[src/rtl/dma_irq_pkg.sv]
package dma_irq_pkg;
  // Status register bit positions
  localparam int ABT_POS   = 0;
  localparam int DONE_POS  = 1;
  localparam int WFULL_POS = 8;
  localparam int WHALF_POS = 10;
  localparam int IRQ_POS   = 31;
  // Selection field bits
  localparam int SEL_FULL  = 0;
  localparam int SEL_HALF  = 2;
  // Flag indices inside the flag vector
  localparam int NFLAGS    = 4;
  localparam int F_ABT     = 0;
  localparam int F_DONE    = 1;
  localparam int F_WFULL   = 2;
  localparam int F_WHALF   = 3;
  // Enable bit indices
  localparam int E_ABT     = 0;
  localparam int E_DONE    = 1;
  localparam int E_WRAP    = 2;

  function automatic int flag_pos(input int idx);
    case (idx)
      F_ABT:   return ABT_POS;
      F_DONE:  return DONE_POS;
      F_WFULL: return WFULL_POS;
      default: return WHALF_POS;
    endcase
  endfunction
endpackage

[src/rtl/dma_irq_flag.sv]
module dma_irq_flag (
  input  logic clk,
  input  logic rst,
  input  logic set_i,
  input  logic clr_i,
  output logic q_o
);
  always_ff @(posedge clk) begin
    if (rst) q_o <= 1'b0;
    else if (set_i) q_o <= 1'b1;
    else if (clr_i) q_o <= 1'b0;
  end


  evt_wins_chk: assert property (@(posedge clk) disable iff (rst) set_i |=> q_o);

  clr_drop_chk: assert property (@(posedge clk) disable iff (rst) (clr_i && !set_i) |=> !q_o);

  hold_chk: assert property (@(posedge clk) disable iff (rst) (!clr_i && !set_i) |=> $stable(q_o));
endmodule

[src/rtl/dma_irq_enable.sv]
module dma_irq_enable #(
  parameter int EN_W = 3
) (
  input  logic            clk,
  input  logic            rst,
  input  logic            we_i,
  input  logic [EN_W-1:0] wdata_i,
  output logic [EN_W-1:0] q_o
);
  always_ff @(posedge clk) begin
    if (rst) q_o <= '0;
    else if (we_i) q_o <= wdata_i;
  end


  en_load_chk: assert property (@(posedge clk) disable iff (rst) we_i |=> (q_o == $past(wdata_i)));

  en_keep_chk: assert property (@(posedge clk) disable iff (rst) !we_i |=> $stable(q_o));
endmodule

[src/rtl/dma_irq_merge.sv]
module dma_irq_merge
  import dma_irq_pkg::*;
#(
  parameter int EN_W  = 3,
  parameter int SEL_W = 4
) (
  input  logic              clk,
  input  logic              rst,
  input  logic [NFLAGS-1:0] flags_i,
  input  logic [EN_W-1:0]   en_i,
  input  logic [SEL_W-1:0]  sel_i,
  input  logic              wrap_mode_i,
  output logic              irq_o
);
  logic wrap_src;
  logic irq_src;

  always_comb begin
    wrap_src = en_i[E_WRAP] & wrap_mode_i &
               ((flags_i[F_WFULL] & sel_i[SEL_FULL]) |
                (flags_i[F_WHALF] & sel_i[SEL_HALF]));
    irq_src  = (flags_i[F_ABT] & en_i[E_ABT]) |
               (flags_i[F_DONE] & en_i[E_DONE]) | wrap_src;
  end

  always_ff @(posedge clk) begin
    if (rst) irq_o <= 1'b0;
    else irq_o <= irq_src;
  end


  irq_needs_flag_chk: assert property (@(posedge clk) disable iff (rst) irq_o |-> ($past(flags_i) != '0));

  irq_needs_en_chk: assert property (@(posedge clk) disable iff (rst) irq_o |-> ($past(en_i) != '0));
endmodule

[src/rtl/dma_irq_ctrl.sv]
module dma_irq_ctrl
  import dma_irq_pkg::*;
#(
  parameter int DATA_W = 32,
  parameter int EN_W   = 3,
  parameter int SEL_W  = 4
) (
  input  logic              clk,
  input  logic              rst,
  input  logic              evt_abort,
  input  logic              evt_done,
  input  logic              evt_wrap_full,
  input  logic              evt_wrap_half,
  input  logic [SEL_W-1:0]  wrap_sel,
  input  logic              wrap_mode_on,
  input  logic              en_we,
  input  logic [EN_W-1:0]   en_wdata,
  input  logic              sts_we,
  input  logic [DATA_W-1:0] sts_wdata,
  output logic [EN_W-1:0]   en_rdata,
  output logic [DATA_W-1:0] sts_rdata,
  output logic              irq_o
);
  logic [NFLAGS-1:0] set_v;
  logic [NFLAGS-1:0] clr_v;
  logic [NFLAGS-1:0] flag_q;
  logic              unused_wbits;

  assign unused_wbits = ^sts_wdata;

  always_comb begin
    set_v[F_ABT]   = evt_abort;
    set_v[F_DONE]  = evt_done;
    set_v[F_WFULL] = evt_wrap_full & wrap_mode_on & wrap_sel[SEL_FULL];
    set_v[F_WHALF] = evt_wrap_half & wrap_mode_on & wrap_sel[SEL_HALF];
  end

  for (genvar i = 0; i < NFLAGS; i++) begin : g_flag
    assign clr_v[i] = sts_we & sts_wdata[flag_pos(i)];
    dma_irq_flag u_flag (
      .clk   (clk),
      .rst   (rst),
      .set_i (set_v[i]),
      .clr_i (clr_v[i]),
      .q_o   (flag_q[i])
    );
  end

  dma_irq_enable #(.EN_W(EN_W)) u_en (
    .clk     (clk),
    .rst     (rst),
    .we_i    (en_we),
    .wdata_i (en_wdata),
    .q_o     (en_rdata)
  );

  dma_irq_merge #(.EN_W(EN_W), .SEL_W(SEL_W)) u_merge (
    .clk         (clk),
    .rst         (rst),
    .flags_i     (flag_q),
    .en_i        (en_rdata),
    .sel_i       (wrap_sel),
    .wrap_mode_i (wrap_mode_on),
    .irq_o       (irq_o)
  );

  always_comb begin
    sts_rdata = '0;
    for (int i = 0; i < NFLAGS; i++) sts_rdata[flag_pos(i)] = flag_q[i];
    sts_rdata[IRQ_POS] = irq_o;
  end


  wfull_gate_chk: assert property (@(posedge clk) disable iff (rst)
    (!wrap_mode_on && !sts_rdata[WFULL_POS]) |=> !sts_rdata[WFULL_POS]);

  whalf_gate_chk: assert property (@(posedge clk) disable iff (rst)
    (!wrap_sel[SEL_HALF] && !sts_rdata[WHALF_POS]) |=> !sts_rdata[WHALF_POS]);

  abort_set_chk: assert property (@(posedge clk) disable iff (rst) evt_abort |=> sts_rdata[ABT_POS]);

  reset_clear_chk: assert property (@(posedge clk) rst |=> (!irq_o && flag_q == '0 && en_rdata == '0));
endmodule

[config.mk]
export PLATFORM = sky130hd
export DESIGN_NAME = dma_irq_ctrl
export DESIGN_NICKNAME = d
export VERILOG_FILES = /design/src/rtl/dma_irq_pkg.sv /design/src/rtl/dma_irq_flag.sv /design/src/rtl/dma_irq_enable.sv /design/src/rtl/dma_irq_merge.sv /design/src/rtl/dma_irq_ctrl.sv
export SDC_FILE = /design/constraint.sdc
export NUM_CORES = 1
export LEC_CHECK = 0
export BUFFER_PORTS_ARGS = -buffer_cell sky130_fd_sc_hd__buf_2
export CORE_MARGIN = 3
export CORE_UTILIZATION = 33
export CTS_BUF_LIST = sky130_fd_sc_hd__clkbuf_4 sky130_fd_sc_hd__clkbuf_8
export CTS_CLUSTER_SIZE = 25
export DETAILED_ROUTE_END_ITERATION = 10
export HOLD_SLACK_MARGIN = 0.12
export PLACE_DENSITY = 0.88
export SETUP_SLACK_MARGIN = 0.1
export SLEW_MARGIN = 20
export SYNTH_ARGS = -nofsm -noshare
export SYNTH_HDL_FRONTEND = slang
export SYNTH_SLANG_ARGS = --single-unit
[constraint.sdc]
create_clock -name clk -period 1.66 [get_ports clk]
set_input_delay 0.498 -clock clk [delete_from_list [all_inputs] [get_ports clk]]
set_output_delay 0.498 -clock clk [all_outputs]
set_load 0.01 [all_outputs]
* Word level (Yosys, flattened, before mapping)
Index checks and enable logic that the tools add are counted.
** Cells by class
- $lt $le $gt $ge :: 0
- Add/subtract/negate cells :: 0
- Reductions and logical operators :: 4
- Multipliers :: 0
- Muxes and demuxes :: 8
- Bitwise logic cells :: 17
- Equal/unequal tests :: 0
- Shifts and indexed selects :: 0
- Divide/modulo/power cells :: 0
** Operators by type and width (count)
- $and A1 B1 Y1 :: 14
- $mux W1 :: 8
- $reduce_bool A2 Y1 :: 4
- $or A1 B1 Y1 :: 3
** Word-level totals
- Memories kept :: 0
- Register bits :: 8
- Logic and storage cells :: 35
- Memory bits (read-only) :: 0
- Memory bits (writable) :: 0
- Latch bits :: 0
- Output and inout bits :: 36
- Bits of input ports :: 48

* Logic depth before layout (Yosys ltp)
Gate-level depths: netlist (run 1).
- Depth after elaboration :: 4
- Depth in mapped cells :: 3
- Mapped depth without buffers :: 2

* Modules after synthesis
Synthesis (run 1) repeated with hierarchy kept, for this count alone.
** Second synthesis, totals
- Cell total of the unflattened synthesis :: 65
- Area, all modules :: 569.3 um2
** By module, submodules not included
- dma_irq_ctrl :: area each 251.5 um2, instances 1, cells each 35, seq. area each 0.0 um2
- dma_irq_flag :: area each 38.8 um2, instances 4, cells each 4, seq. area each 20.0 um2
- dma_irq_enable :: area each 101.3 um2, instances 1, cells each 9, seq. area each 60.1 um2
- dma_irq_merge :: area each 61.3 um2, instances 1, cells each 5, seq. area each 20.0 um2

* Worst setup path before layout (run 1)
No wires, ideal clock.
- Kind :: register -> output
- Start point :: register u_merge.irq_o
- End point :: output sts_rdata[31]
- Cell stages (with the launch flop) :: 2
- Setup slack :: 0.677 ns
- Arrival :: 0.485 ns
- Buffers on the path :: 1
- Required time :: 1.162 ns
- Cell sequence :: dfxtp_1 > buf_4
** RTL lines
- start: declaration :: line dma_irq_merge.sv:13 : output logic irq_o
- start signal: assignment :: line dma_irq_merge.sv:28 : else irq_o <= irq_src;
- end: declaration :: line dma_irq_ctrl.sv:21 : output logic [DATA_W-1:0] sts_rdata,
No word-level cell between the ends.

* Worst setup path after layout (run 1)
- Start point :: register u_en.q_o[2]
- End point :: output en_rdata[2]
** RTL lines
- start: declaration :: line dma_irq_enable.sv:8 : output logic [EN_W-1:0] q_o
- start signal: assignment :: line dma_irq_enable.sv:12 : else if (we_i) q_o <= wdata_i;
- end: declaration :: line dma_irq_ctrl.sv:20 : output logic [EN_W-1:0] en_rdata,
No word-level cell between the ends.

==> reports/metrics.csv, run 1 <==
stage,metric,value,unit
status,status,"finished, final reports clean",
global_route,antenna_found_initial,0,
timing,timing.final.ws_setup,378.1,ps
timing,post-route-period-util,77.23,%
final_layout,n_antenna_cell,0,
global_route,gr-total-overflow,0,
power_and_ir_drop,intPower,0.3224,mW
place,io_buffers,26,
timing,setup_violations,0,
place,placed_cells,97,
power_and_ir_drop,p_leak,0.3598,nW
clock_network,post-cts-setup-buffer-count,0,
clock_network,cts.sinks,8,
floorplanning,initial_core_util,36.75,%
yosys,muxShareOfSynthArea,5.184,%
detailed_routing,firstDrtPassIters,2,
critical_path,path_class,reg -> out,
timing,fin_skew,1.673,ps
yosys,synthSimpleGateAreaFrac,7.127,%
power_and_ir_drop,pwr-share-seq,47.0,%
critical_path,cp.arrival,780,ps
floorplanning,dieHeight,47.90,um
place,postPlaceCellArea,575.6,um^2
detailed_routing,ant_nets,0,
critical_path,cp-start-kind,flip-flop,
place,dp_slack,624.2,ps
clock_network,cts_resized,0,
clock_network,clk_latency,240,ps
timing,fin_tns_setup,0,ps
yosys,yosysSeqAreaShare,27.65,%
global_route,grtUsageTotal,8.012,%
global_route,grt_max_degree,10,
floorplanning,die_w,47.90,um
power_and_ir_drop,finalPower,0.4494,mW
yosys,netlist_instances,62,
detailed_routing,first_iter_violations,1,
yosys,synth.avg_cell_area,9.344,um^2
final_layout,final_util,37.94,%
yosys,syn_area,579.3,um^2
yosys,synth_xor_area_share,0,%
power_and_ir_drop,switching_share,28.25,%
timing,finalMaxSlewViolations,0,
critical_path,end_kind,output pin,
detailed_routing,num_vias,396,
critical_path,cp_max_fo,3,
timing,rsz0062_at_grt,no,
detailed_routing,wl,995,um
timing,fin_hold_ws,473.2,ps
detailed_routing,avgViaCountPerCell,3.960,
clock_network,cts_root_buf,clkbuf_4,
final_layout,drive_gt1_share,36.90,%
final_layout,final_nets,134,
place,place_congestion,0.6415,
timing,finalCriticalPeriod,1282,ps
yosys,synth_compound_area_share,15.98,%
yosys,ys_ff_latch,8,
yosys,yosysTopAreaCellShare,41.47,%
global_route,grt_first_pass_wirelength,1228,um
final_layout,stdcell_area,598.1,um^2
critical_path,required,1160,ps
floorplanning,ios,84,
yosys,synth_cell_types,14,
critical_path,crit_path_cell_trace,buf_2,
critical_path,cp_slowest_cell,dfxtp_1,
floorplanning,core_area,1577,um^2
final_layout,areaGrowthSynthToFinish,3.240,%
yosys,netlist_top_cells_area,"buf_4 (41%), dfxtp_1 (28%), mux2i_1 (5.2%)",
power_and_ir_drop,p_per_area,751.4,nW/um^2
yosys,synth_top_cell_by_area,buf_4,
critical_path,cp_top_family,flip-flops,
timing,hold_viol,0,
timing,fmax,780.1,MHz
yosys,ys_warn_count,0,
clock_network,holdBufCountCts,0,
final_layout,instances_no_fill,100,
detailed_routing,drcViolationCount,0,
power_and_ir_drop,combPwrFrac,20.8,%
clock_network,path_clk_slew,50,ps
floorplanning,dieArea,2294,um^2
yosys,synth_top_family_by_area,buffers and inverters,
detailed_routing,routedWlPerCell,9.950,um
power_and_ir_drop,ir_worst_vdd,0.2250,mV
clock_network,cts_buffers,3,
yosys,synthAdderAreaFrac,0,%
critical_path,critPathBufInv,1,
clock_network,htree_levels,1,
power_and_ir_drop,pwr-share-clk,32.2,%
power_and_ir_drop,p_sw,0.1270,mW
clock_network,clock_path_buffers,2,
clock_network,cts_tree,built,
critical_path,cp_slowest_stage_delay,380,ps
floorplanning,rows,14,
worst_hold_path,hold_path.class,in -> reg,
place,place_hpwl,906.7,um
global_route,grt_pass1_vias,328,
job,cap_violations,0,
registers in the layout (all words and copies together), names as in the netlist:
name               cells
g_flag.u_flag.q_o      4
u_merge.irq_o          1
u_en.q_o               3
worst paths after layout:
kind / to / startpoint / cells past startpoint / slack [ps]
max: en_rdata[2] / u_en.q_o[2] / 1 / 380
min: g_flag[0].u_flag.q_o / evt_abort / 2 / 470
min reg2reg: u_merge.irq_o / u_en.q_o[2] / 2 / 520
max reg2reg: u_merge.irq_o / u_en.q_o[0] / 2 / 900
power by group through the flow:
| stage | clock network [mW] | logic (mW) | registers, mW |
|---|---|---|---|
| after floorplan | 0 | 0.111 | 0.217 |
| after global placement | 0 | 0.0914 | 0.215 |
| after detailed placement | 0 | 0.0933 | 0.216 |
| after CTS | 0.149 | 0.0934 | 0.212 |
| after global routing | 0.157 | 0.107 | 0.212 |
| final | 0.145 | 0.0936 | 0.211 |
placed cells by master (no fill, tap or decap), drive strengths merged:
cell type / n
clkbuf: 3
dfxtp: 8
a21boi: 2
a21oi: 2
nand3: 2
o22ai: 1
a21bo: 2
buf: 26
a22oi: 2
conb: 27
o21ba: 2
nand3b: 1
nor2: 3
mux2i: 3
Yosys cell counts:
cell type / number
buf_4: 32
dfxtp_1: 8
mux2i_1: 3
nor2_1: 3
a21bo_1: 2
a21boi_0: 2
a21oi_1: 2
a22oi_1: 2
nand3_1: 2
o21ba_1: 2
buf_6: 1
conb_1: 1
nand3b_4: 1
o22ai_2: 1
per-layer routing:
layer | part of all wire, % | vias up | global-route usage, %
li1 | - | 192 | -
met1 | 31 | 177 | 6.858
met2 | 56 | 27 | 14.78
met3 | 13 | 0 | 3.759
met4 | 0 | 0 | 4.839
met5 | 0 | - | 0
layout make-up:
type                            count  area (um^2)
Timing Repair Buffer               26        130.1
Tap cell                           16        20.02
Multi-Input combinational cell     47        265.3
Fill cell                         184        978.4
Clock buffer                        3        22.52
Sequential cell                     8        160.2
kinds of logic (layout without fill, tap and decap cells):
| group | after synthesis | in the layout |
|---|---|---|
| simple gates | 6 | 6 |
| buf+inv | 33 | 29 |
| other cells | 1 | 27 |
| mux | 3 | 3 |
| compound gates | 11 | 11 |
| flops | 8 | 8 |
(Power assumes the default switching activity.)
==> run 2, diff against run 1 <==
--- a/config.mk
+++ b/config.mk
@@ -7,12 +7,12 @@
 export LEC_CHECK = 0
 export BUFFER_PORTS_ARGS = -buffer_cell sky130_fd_sc_hd__buf_2
 export CORE_MARGIN = 3
-export CORE_UTILIZATION = 33
+export CORE_UTILIZATION = 30
 export CTS_BUF_LIST = sky130_fd_sc_hd__clkbuf_4 sky130_fd_sc_hd__clkbuf_8
 export CTS_CLUSTER_SIZE = 25
 export DETAILED_ROUTE_END_ITERATION = 10
 export HOLD_SLACK_MARGIN = 0.12
-export PLACE_DENSITY = 0.88
+export PLACE_DENSITY = 0.81
 export SETUP_SLACK_MARGIN = 0.1
 export SLEW_MARGIN = 20
 export SYNTH_ARGS = -nofsm -noshare
==> constraint.sdc (replaced) <==
create_clock -name clk -period 1.2 [get_ports clk]
set_input_delay 0.36 -clock clk [delete_from_list [all_inputs] [get_ports clk]]
set_output_delay 0.36 -clock clk [all_outputs]
set_load 0.01 [all_outputs]
==> run 2 against run 1 <==
  * Sequential power increased by 40%
  * Clock-buffer cell count stayed put
  * First-iteration DRC count grew to 4.0 times the previous value
  * Final area rose by 12%
  * Total power is 46% higher
  * Sequential share of layout area down 1.6 points
  * Critical path type unchanged
  * Via count is 4.0% higher
  * Routed wire length grew 6.5%
  * Critical path depth unchanged
  * Critical endpoint is now sts_rdata[10]
  * Register-to-register slack got worse by 560 ps
  * Final cell count increased by 12%
  * Utilization down 0.25 points
==> reports/metrics.csv, run 2 (synthesized netlist as in run 1, its figures left out) <==
stage,metric,value,unit
status,status,"finished, final reports clean",
critical_path,r2r_slack,340,ps
critical_path,cp_slowest_cell,dfxtp_2,
timing,finalMaxSlewViolations,0,
clock_network,clock_path_buffers,2,
critical_path,critPathBufInv,1,
critical_path,cp.arrival,700,ps
clock_network,cts_buffers,3,
detailed_routing,num_vias,412,
detailed_routing,drcViolationCount,0,
timing,post-route-period-util,88.64,%
clock_network,cts_root_buf,clkbuf_4,
critical_path,rr_endpoint,u_merge.irq_o,
global_route,gr-total-overflow,0,
final_layout,areaGrowthSynthToFinish,15.98,%
power_and_ir_drop,ir_worst_vdd,0.2730,mV
critical_path,r2r-start,g_flag[1].u_flag.q_o,
final_layout,final_cell_mix,"conb_1 (27), buf_2 (21), dfxtp_2 (7)",
power_and_ir_drop,switching_share,28.74,%
critical_path,rr_worst_depth,3,
detailed_routing,firstDrtPassIters,2,
detailed_routing,routedWlPerCell,9.464,um
place,place_congestion,0.6088,
clock_network,holdBufCountCts,0,
critical_path,crit_path_start,g_flag[3].u_flag.q_o,
power_and_ir_drop,p_leak,0.3837,nW
place,place_hpwl,890.1,um
clock_network,htree_levels,1,
clock_network,cts_tree,built,
floorplanning,dieHeight,49.95,um
floorplanning,die_w,49.95,um
power_and_ir_drop,combPwrFrac,23.1,%
power_and_ir_drop,p_sw,0.1886,mW
final_layout,largest_reg_flops,4,
timing,fmax,940.1,MHz
floorplanning,core_area,1783,um^2
worst_hold_path,holdPathEnd,g_flag[1].u_flag.q_o,
clock_network,clk_latency,250,ps
critical_path,cp_slowest_stage_delay,350,ps
final_layout,multi_input_area,265.3,um^2
global_route,grt_max_degree,10,
clock_network,cts.sinks,8,
critical_path,cp_max_fo,3,
detailed_routing,wl,1060,um
final_layout,fill_cells,187,
power_and_ir_drop,pwr-share-seq,45.1,%
timing,fin_tns_setup,0,ps
detailed_routing,ant_nets,0,
final_layout,regArea,168.9,um^2
power_and_ir_drop,intPower,0.4676,mW
worst_hold_path,hold_depth,2,
critical_path,cp-start-kind,flip-flop,
global_route,grt_pass1_vias,303,
worst_hold_path,hold_path.class,in -> reg,
critical_path,crit_path_cell_trace,buf_6,
final_layout,final_nets,137,
final_layout,n_antenna_cell,0,
timing,finalCriticalPeriod,1064,ps
power_and_ir_drop,p_per_area,976.8,nW/um^2
final_layout,top_regs,"g_flag.u_flag.q_o (4), u_en.q_o (3), u_merge.irq_o (1)",
floorplanning,ios,84,
place,postPlaceCellArea,586.8,um^2
timing,rsz0062_at_grt,yes,
job,cap_violations,0,
power_and_ir_drop,finalPower,0.6563,mW
final_layout,largest-register,g_flag.u_flag.q_o,
floorplanning,initial_core_util,32.49,%
final_layout,final_common_cell,conb_1,
critical_path,required,840,ps
global_route,grtUsageTotal,7.596,%
worst_hold_path,hold_path_startpoint,evt_done,
timing,fin_skew,3.240,ps
place,io_buffers,26,
final_layout,drive_gt1_share,47.13,%
global_route,antenna_found_initial,0,
clock_network,path_clk_slew,60,ps
floorplanning,dieArea,2495,um^2
critical_path,cp_top_family,flip-flops,
timing,hold_viol,0,
critical_path,end_kind,output pin,
power_and_ir_drop,pwr-share-clk,31.8,%
floorplanning,rows,15,
timing,setup_violations,0,
critical_path,path_class,reg -> out,
detailed_routing,avgViaCountPerCell,3.679,
final_layout,stdcell_area,671.9,um^2
detailed_routing,first_iter_violations,4,
global_route,grt_first_pass_wirelength,1317,um
run 2: cell types whose count changed in the layout (fill, tap and decap cells not counted):
cell and delta:
buf_4 +3, buf_2 -5, dfxtp_2 +7, dfxtp_1 -7
buf_6 +5
run 2: timing repair:
| item | 4_1_cts | 5_1_grt |
|---|---|---|
| setup buffers | 0 | 3 |
| resized for setup | 6 | 6 |
| endpoints found under the setup margin | 6 | 7 |
run 2: layer usage:
| metal | track usage [%] | wire length [um] | vias to the layer above |
|---|---|---|---|
| met5 | 0 | 0 | - |
| met4 | 5.530 | 0 | 0 |
| met3 | 3.625 | 115 | 0 |
| met2 | 13.22 | 605 | 29 |
| met1 | 6.740 | 339 | 188 |
| li1 | - | - | 195 |
run 2: layout make-up:
cell class              instances  area share (%)
well taps                      25           4.655
clock buffers                   3           3.352
repair buffers                 29           27.37
flip-flops and latches          8           25.14
multi-input cells              47           39.48
run 2: worst max-delay path by stage:
| stage | endpoint | slack (ps) | cells after the start |
|---|---|---|---|
| 6_report | sts_rdata[10] | 140 | 1 |
| 5_1_grt | en_rdata[0] | 90 | 1 |
| 4_1_cts | en_rdata[2] | 90 | 1 |
| 3_5_place_dp | u_merge.irq_o | 300 | 3 |
| 3_3_place_gp | u_merge.irq_o | 290 | 3 |
| 2_1_floorplan | sts_rdata[31] | 350 | 1 |
run 2: power groups by stage:
| stage | Sequential [mW] | Combinational (mW) | Clock (mW) |
|---|---|---|---|
| finish | 0.296 | 0.152 | 0.209 |
| global route | 0.298 | 0.165 | 0.240 |
| CTS | 0.295 | 0.130 | 0.218 |
| detailed placement | 0.298 | 0.129 | 0 |
| global placement | 0.297 | 0.127 | 0 |
| floorplan | 0.300 | 0.154 | 0 |
run 2: through the flow:
step,cells,hold slack (ps),util (%),setup slack [ps]
2_1_floorplan,88,493.1,-,354.8
3_3_place_gp,106,510.4,32.91,288.0
3_5_place_dp,106,516.0,32.91,295.4
4_1_cts,109,330.0,34.60,88.42
5_1_grt,112,319.7,37.68,88.52
6_report,112,330.6,37.68,136.3
